`src/rtl/dds_pkg.sv`:
```
package dds_pkg;
  localparam int AMP_W  = 9;             // signed output width
  localparam int IDX_W  = 4;             // 16 quarter-wave segments
  localparam int MAG_W  = AMP_W - 1;     // unsigned table magnitude
  localparam int NPTS   = (1 << IDX_W) + 1;
  localparam int PIPE_LAT = 2;

  typedef logic [MAG_W-1:0]        mag_t;
  typedef logic signed [AMP_W-1:0] amp_t;
endpackage

```
`src/rtl/dds_phase_acc.sv`:
```
module dds_phase_acc #(
  parameter int PHASE_W = 20,
  parameter int LAT     = 2
) (
  input  logic               clk_i,
  input  logic               rst_ni,
  input  logic               en_i,
  input  logic [PHASE_W-1:0] fcw_i,
  output logic [PHASE_W-1:0] phase_o,
  output logic               valid_o
);
  localparam int CNT_W = $clog2(LAT + 1);

  logic [PHASE_W-1:0] phase_q;
  logic [CNT_W-1:0]   fill_q;

  always_ff @(posedge clk_i or negedge rst_ni) begin
    if (!rst_ni) begin
      phase_q <= '0;
      fill_q  <= '0;
    end else if (en_i) begin
      phase_q <= phase_q + fcw_i;
      if (fill_q != CNT_W'(LAT)) fill_q <= fill_q + 1'b1;
    end
  end

  assign phase_o = phase_q;
  assign valid_o = (fill_q == CNT_W'(LAT));

  assert_phase_hold_R8: assert property (@(posedge clk_i) disable iff (!rst_ni)
    !en_i |=> $stable(phase_q));
  assert_valid_sticky_R7: assert property (@(posedge clk_i) disable iff (!rst_ni)
    valid_o |=> valid_o);
endmodule

```
`src/rtl/dds_quarter_lut.sv`:
```
module dds_quarter_lut
  import dds_pkg::*;
(
  input  logic [IDX_W-1:0] idx_i,
  output mag_t             y0_o,
  output mag_t             y1_o
);
  function automatic mag_t point(input logic [IDX_W:0] k);
    case (k)
      5'd0:  point = 8'd0;
      5'd1:  point = 8'd25;
      5'd2:  point = 8'd50;
      5'd3:  point = 8'd74;
      5'd4:  point = 8'd98;
      5'd5:  point = 8'd120;
      5'd6:  point = 8'd142;
      5'd7:  point = 8'd162;
      5'd8:  point = 8'd180;
      5'd9:  point = 8'd197;
      5'd10: point = 8'd212;
      5'd11: point = 8'd225;
      5'd12: point = 8'd236;
      5'd13: point = 8'd244;
      5'd14: point = 8'd250;
      5'd15: point = 8'd254;
      default: point = 8'd255;   // 90 degree end point
    endcase
  endfunction

  assign y0_o = point({1'b0, idx_i});
  assign y1_o = point({1'b0, idx_i} + 1'b1);
endmodule

```
`src/rtl/dds_fold.sv`:
```
module dds_fold
  import dds_pkg::*;
#(
  parameter int PHASE_W = 20
) (
  input  logic [PHASE_W-1:0]          phase_i,
  output mag_t                        y0_o,
  output mag_t                        y1_o,
  output logic [PHASE_W-3-IDX_W:0]    frac_o,
  output logic                        neg_o
);
  localparam int QPH_W  = PHASE_W - 2;
  localparam int FRAC_W = QPH_W - IDX_W;

  logic [QPH_W-1:0] qph;
  logic [IDX_W-1:0] idx;

  // odd quadrants run the quarter wave backwards
  assign qph    = phase_i[QPH_W] ? ~phase_i[QPH_W-1:0] : phase_i[QPH_W-1:0];
  assign idx    = qph[QPH_W-1 -: IDX_W];
  assign frac_o = qph[FRAC_W-1:0];
  assign neg_o  = phase_i[PHASE_W-1];

  dds_quarter_lut i_lut (
    .idx_i (idx),
    .y0_o  (y0_o),
    .y1_o  (y1_o)
  );
endmodule

```
`src/rtl/dds_interp.sv`:
```
module dds_interp
  import dds_pkg::*;
#(
  parameter int FRAC_W = 14
) (
  input  logic              clk_i,
  input  logic              rst_ni,
  input  logic              en_i,
  input  mag_t              y0_i,
  input  mag_t              y1_i,
  input  logic [FRAC_W-1:0] frac_i,
  input  logic              neg_i,
  output amp_t              amp_o
);
  localparam int PROD_W = MAG_W + FRAC_W;
  localparam logic signed [AMP_W:0] LIM_HI = (AMP_W+1)'((1 << (AMP_W-1)) - 1);
  localparam logic signed [AMP_W:0] LIM_LO = ~LIM_HI;

  mag_t              y0_q, y1_q;
  logic [FRAC_W-1:0] frac_q;
  logic              neg_q;
  amp_t              amp_q;

  mag_t                   diff;
  logic [PROD_W-1:0]      prod;
  logic [MAG_W:0]         mag;
  logic signed [AMP_W:0]  sval;
  amp_t                   sat;

  assign diff = y1_q - y0_q;
  assign prod = {{FRAC_W{1'b0}}, diff} * {{MAG_W{1'b0}}, frac_q};
  assign mag  = {1'b0, y0_q} + {1'b0, prod[PROD_W-1:FRAC_W]};
  assign sval = neg_q ? -$signed({1'b0, mag}) : $signed({1'b0, mag});

  always_comb begin
    if (sval > LIM_HI)      sat = LIM_HI[AMP_W-1:0];
    else if (sval < LIM_LO) sat = LIM_LO[AMP_W-1:0];
    else                    sat = sval[AMP_W-1:0];
  end

  always_ff @(posedge clk_i or negedge rst_ni) begin
    if (!rst_ni) begin
      y0_q   <= '0;
      y1_q   <= '0;
      frac_q <= '0;
      neg_q  <= 1'b0;
      amp_q  <= '0;
    end else if (en_i) begin
      y0_q   <= y0_i;
      y1_q   <= y1_i;
      frac_q <= frac_i;
      neg_q  <= neg_i;
      amp_q  <= sat;
    end
  end

  assign amp_o = amp_q;

  assert_lut_monotone_R3: assert property (@(posedge clk_i) disable iff (!rst_ni)
    y1_q >= y0_q);
  assert_out_hold_R8: assert property (@(posedge clk_i) disable iff (!rst_ni)
    !en_i |=> $stable(amp_q));
endmodule

```
`src/rtl/dds_interp_synth.sv`:
```
module dds_interp_synth
  import dds_pkg::*;
#(
  parameter int PHASE_W = 20
) (
  input  logic               clk_i,
  input  logic               rst_ni,
  input  logic               en_i,
  input  logic [PHASE_W-1:0] fcw_i,
  output logic [AMP_W-1:0]   sin_o,
  output logic [AMP_W-1:0]   cos_o,
  output logic               valid_o
);
  localparam int FRAC_W = PHASE_W - 2 - IDX_W;
  localparam logic [PHASE_W-1:0] QUARTER = PHASE_W'(1) << (PHASE_W - 2);

  logic [PHASE_W-1:0] phase;
  amp_t               samp [2];

  dds_phase_acc #(.PHASE_W(PHASE_W), .LAT(PIPE_LAT)) i_acc (
    .clk_i   (clk_i),
    .rst_ni  (rst_ni),
    .en_i    (en_i),
    .fcw_i   (fcw_i),
    .phase_o (phase),
    .valid_o (valid_o)
  );

  for (genvar ch = 0; ch < 2; ch++) begin : g_chan
    logic [PHASE_W-1:0] ph;
    mag_t               y0, y1;
    logic [FRAC_W-1:0]  frac;
    logic               neg;

    // channel 1 (cosine) leads by a quarter turn
    assign ph = (ch == 0) ? phase : phase + QUARTER;

    dds_fold #(.PHASE_W(PHASE_W)) i_fold (
      .phase_i (ph),
      .y0_o    (y0),
      .y1_o    (y1),
      .frac_o  (frac),
      .neg_o   (neg)
    );

    dds_interp #(.FRAC_W(FRAC_W)) i_interp (
      .clk_i  (clk_i),
      .rst_ni (rst_ni),
      .en_i   (en_i),
      .y0_i   (y0),
      .y1_i   (y1),
      .frac_i (frac),
      .neg_i  (neg),
      .amp_o  (samp[ch])
    );
  end

  assign sin_o = samp[0];
  assign cos_o = samp[1];

  assert_quadrature_R6: assert property (@(posedge clk_i) disable iff (!rst_ni)
    (valid_o && phase == '0) |-> (g_chan[1].neg == 1'b0));
  assert_valid_hold_R8: assert property (@(posedge clk_i) disable iff (!rst_ni)
    !en_i |=> $stable(valid_o));
endmodule

```
`config.mk`:
```
export PLATFORM = sky130hd
export DESIGN_NAME = dds_interp_synth
export DESIGN_NICKNAME = d
export VERILOG_FILES = /design/src/rtl/dds_pkg.sv /design/src/rtl/dds_phase_acc.sv /design/src/rtl/dds_quarter_lut.sv /design/src/rtl/dds_fold.sv /design/src/rtl/dds_interp.sv /design/src/rtl/dds_interp_synth.sv
export SDC_FILE = /design/constraint.sdc
export NUM_CORES = 1
export LEC_CHECK = 0
export ABC_CLOCK_PERIOD_IN_PS = 15600
export BUFFER_PORTS_ARGS = -buffer_cell sky130_fd_sc_hd__buf_2
export CAP_MARGIN = 20
export CORE_ASPECT_RATIO = 1.25
export CORE_MARGIN = 8
export CORE_UTILIZATION = 55
export CTS_BUF_LIST = sky130_fd_sc_hd__clkbuf_16
export DETAILED_ROUTE_END_ITERATION = 7
export PLACE_DENSITY = 0.76
export SLEW_MARGIN = 30
export SYNTH_ARGS = -nofsm -noshare
export SYNTH_HDL_FRONTEND = slang
export SYNTH_HIERARCHICAL = 1
export SYNTH_SLANG_ARGS = --single-unit
export TNS_END_PERCENT = 50
```
`constraint.sdc`:
```
create_clock -name clk_i -period 15.6 [get_ports clk_i]
set_clock_uncertainty 0.05 [all_clocks]
set_input_delay 0.78 -clock clk_i [delete_from_list [all_inputs] [get_ports clk_i]]
set_output_delay 0.78 -clock clk_i [all_outputs]
set_load 0.02 [all_outputs]
```
==> results_dict.tcl <==
set metrics [dict create \
    synth_area_per_cell_um2 9.16 \
    worst-slew-pin-transition_ps 917 \
    cts_made_buffers 9 \
    r2r_setup_slack_ps 6750 \
    yosysWarningCount 6 \
    clk_pin_slew_ps 70 \
    hold_violations 0 \
    r2r_cells 33 \
    slowest_delay_ps 550 \
    grt_overflow 0 \
    dp_hpwl_um 24700 \
    cts_resized 0 \
    endpoint_kind "flip-flop" \
    finalCritPeriodShare_pct 56.7 \
    start_util_pct 55.2 \
    critPathRequiredTime_ps 15780 \
    final_nets 1947 \
    drive_gt1_share_pct 12.3 \
    status "complete, no violations" \
    numPortBuffers 41 \
    crit_arrival_ps 9040 \
    wirelength_um 31400 \
    wire_per_inst_um 15.9 \
    cts_tree "done" \
    cap_violations 0 \
    fin_crit_ps 8850 \
    drtIter0Drc 650 \
    die_x_um 164 \
    post-route-drc-count 0 \
    synth_top_area_share_pct 19.5 \
    cts.hold.buffers_added 0 \
    slew-limit-headroom_pct 38.7 \
    die_h_um 201 \
    slew_viol_final 0 \
    grt_max_degree 83 \
    synth_edf_count 0 \
    firstDrtPassIters 6 \
    num_vias 11144 \
    grt.total_usage_pct 20.0 \
    ios 42 \
    viasPerCell 5.63 \
    postSynthCellCount 1647 \
    synth_seq_cells 102 \
    cts_setup_buffers 0 \
    root_buffer "clkbuf_16" \
    yosys.area.top_type "fa_1" \
    diodes 0 \
    rsz0062_at_grt "no" \
    mappedNetlistArea_um2 15100 \
    worstPathMaxFanout 14 \
    criticalPathCategory "flip-flop to flip-flop" \
    cp_slowest_cell "fa_1" \
    core_area_um2 27300 \
    cts.sinks 102 \
    critPathMostFrequentCell "fa_1" \
    setup_violations 0 \
    yosysUniqueCellTypes 105 \
    synth_area_leaders "fa_1 20%, dfrtp_1 17%, ha_1 13%" \
    antenna_found_initial 0 \
    insertion_delay_ps 360 \
    fmax_ghz 0.113 \
    synthFlopType "dfrtp_1" \
    htree_levels 3 \
    tns_ps 0 \
    startpoint_type "flip-flop" \
    grt_pass1_wl_um 55300 \
    row_count 68 \
    synth-seq-area-share_pct 16.9 \
    grt_pass1_vias 11627 \
    gp_congestion 0.895 \
    syn-num-nets 1971 \
    synthArstFlopShare_pct 100 \
    min_path_type "input port to asynchronous set/reset pin" \
    max-clock-path-buffers 2 \
    syn_to_final_growth_pct 3.43 \
    antenna_left 0 \
    die-area_um2 33000 \
]
[metrics by stage]
step                instances  hold WS, ps  utilization [%]  setup WS (ps)  area [um^2]
detailed placement       1962          437             56.0           6890        15300
global placement         1962          410             55.9           7040        15300
floorplan                1647          396                -           7470        15100
finish                   1978          251             57.1           6750        15600
CTS                      1978          251             57.1           6810        15600
global route             1978          257             57.1           6170        15600
[layout make-up]
cell class                      count  area (um^2)
Fill cell                        2356        11700
Multi-Input combinational cell   1225        11100
Sequential cell                   102         2550
Inverter                          229          860
Tap cell                          350          438
Timing Repair Buffer               56          327
Clock buffer                        9          225
Clock inverter                      7         72.6
[cells by family after synthesis]
kind of cell | count (synthesis) | synth area share, %
adder cells (fa/ha/maj) | 301 | 32.3
buffers and inverters | 320 | 9.59
XOR/XNOR | 104 | 6.34
flip-flops | 102 | 16.9
multiplexers | 66 | 4.95
AO/OA/AOI/OAI | 251 | 11.7
AND/OR/NAND/NOR | 503 | 18.2
[cell usage after synthesis (36+ instances only)]
library cell  instances
a21oi_1              55
and2_1              115
dfrtp_1             102
fa_1                147
ha_1                154
inv_1               228
mux2_2               59
nand2_1             136
nand2b_1             36
nor2_1               65
o21ai_0              60
xnor2_1              40
xor2_1               61
[flip-flops by register name (all words and copies together) (netlist names)]
name                    flops
g_chan.i_interp/frac_q     28
g_chan.i_interp/y0_q       16
i_acc/phase_o              20
g_chan.i_interp/y1_q       16
g_chan.i_interp/neg_q       2
i_acc/fill_q                2
g_chan.i_interp/amp_o      18
[per-layer routing]
| layer | track usage, % | routed length [um] | share of wire [%] | vias to the layer above |
|---|---|---|---|---|
| met3 | 1.96 | 1070 | 3.4 | 56 |
| met4 | 6.15 | 652 | 2.1 | 0 |
| li1 | - | - | - | 5331 |
| met1 | 26.8 | 14100 | 45 | 5540 |
| met5 | 0 | 0 | 0 | - |
| met2 | 33.6 | 15700 | 50 | 217 |
[placed cells by master, fill, tap and decap left out, drive strengths merged, types with 5 or more instances in the layout]
cell type and count:
clkbuf 9, o311ai 6, or3b 6, and2b 8, xnor2 42, mux2i 6
fa 147, a21oi 62, and3 18, dfrtp 102, a21boi 5, o31ai 5
xor2 62, a31oi 10, nand4b 5, buf 56, a21o 12, o21a 10
o21ai 70, or2 6, nand2b 36, ha 154, nor3 21, and2 117
nand4 8, a311o 5, or3 5, o211ai 12, nor2b 16, o21bai 5
nand2 136, nand3 27, inv 231, mux2 59, nor2 68, nor3b 12
a211oi 13
[worst max-delay path, delay by kind of cell (launching register included)]
kind	cells	cell delay, ps
AND/OR/NAND/NOR	7	1770
multiplexers	1	110
XOR/XNOR	1	160
flip-flops	1	380
adder cells (fa/ha/maj)	7	2990
AO/OA/AOI/OAI	14	3000
buffers and inverters	3	270
[worst paths after layout]
path,startpoint,to
worst max-delay path,g_chan[0].i_interp/y0_q[1],g_chan[0].i_interp/amp_o[5]
worst min-delay path,rst_ni,g_chan[1].i_interp/amp_o[2]
worst max register to register,g_chan[0].i_interp/y0_q[1],g_chan[0].i_interp/amp_o[5]
worst min register to register,i_acc/fill_q[1],i_acc/fill_q[1]
max in group asynchronous,rst_ni,g_chan[0].i_interp/amp_o[8]
min in group clk_i,i_acc/fill_q[1],i_acc/fill_q[1]
Power is left out: the tool's default activity adds up to more than one toggle a clock period on the data nets, which glitch-free logic cannot reach.
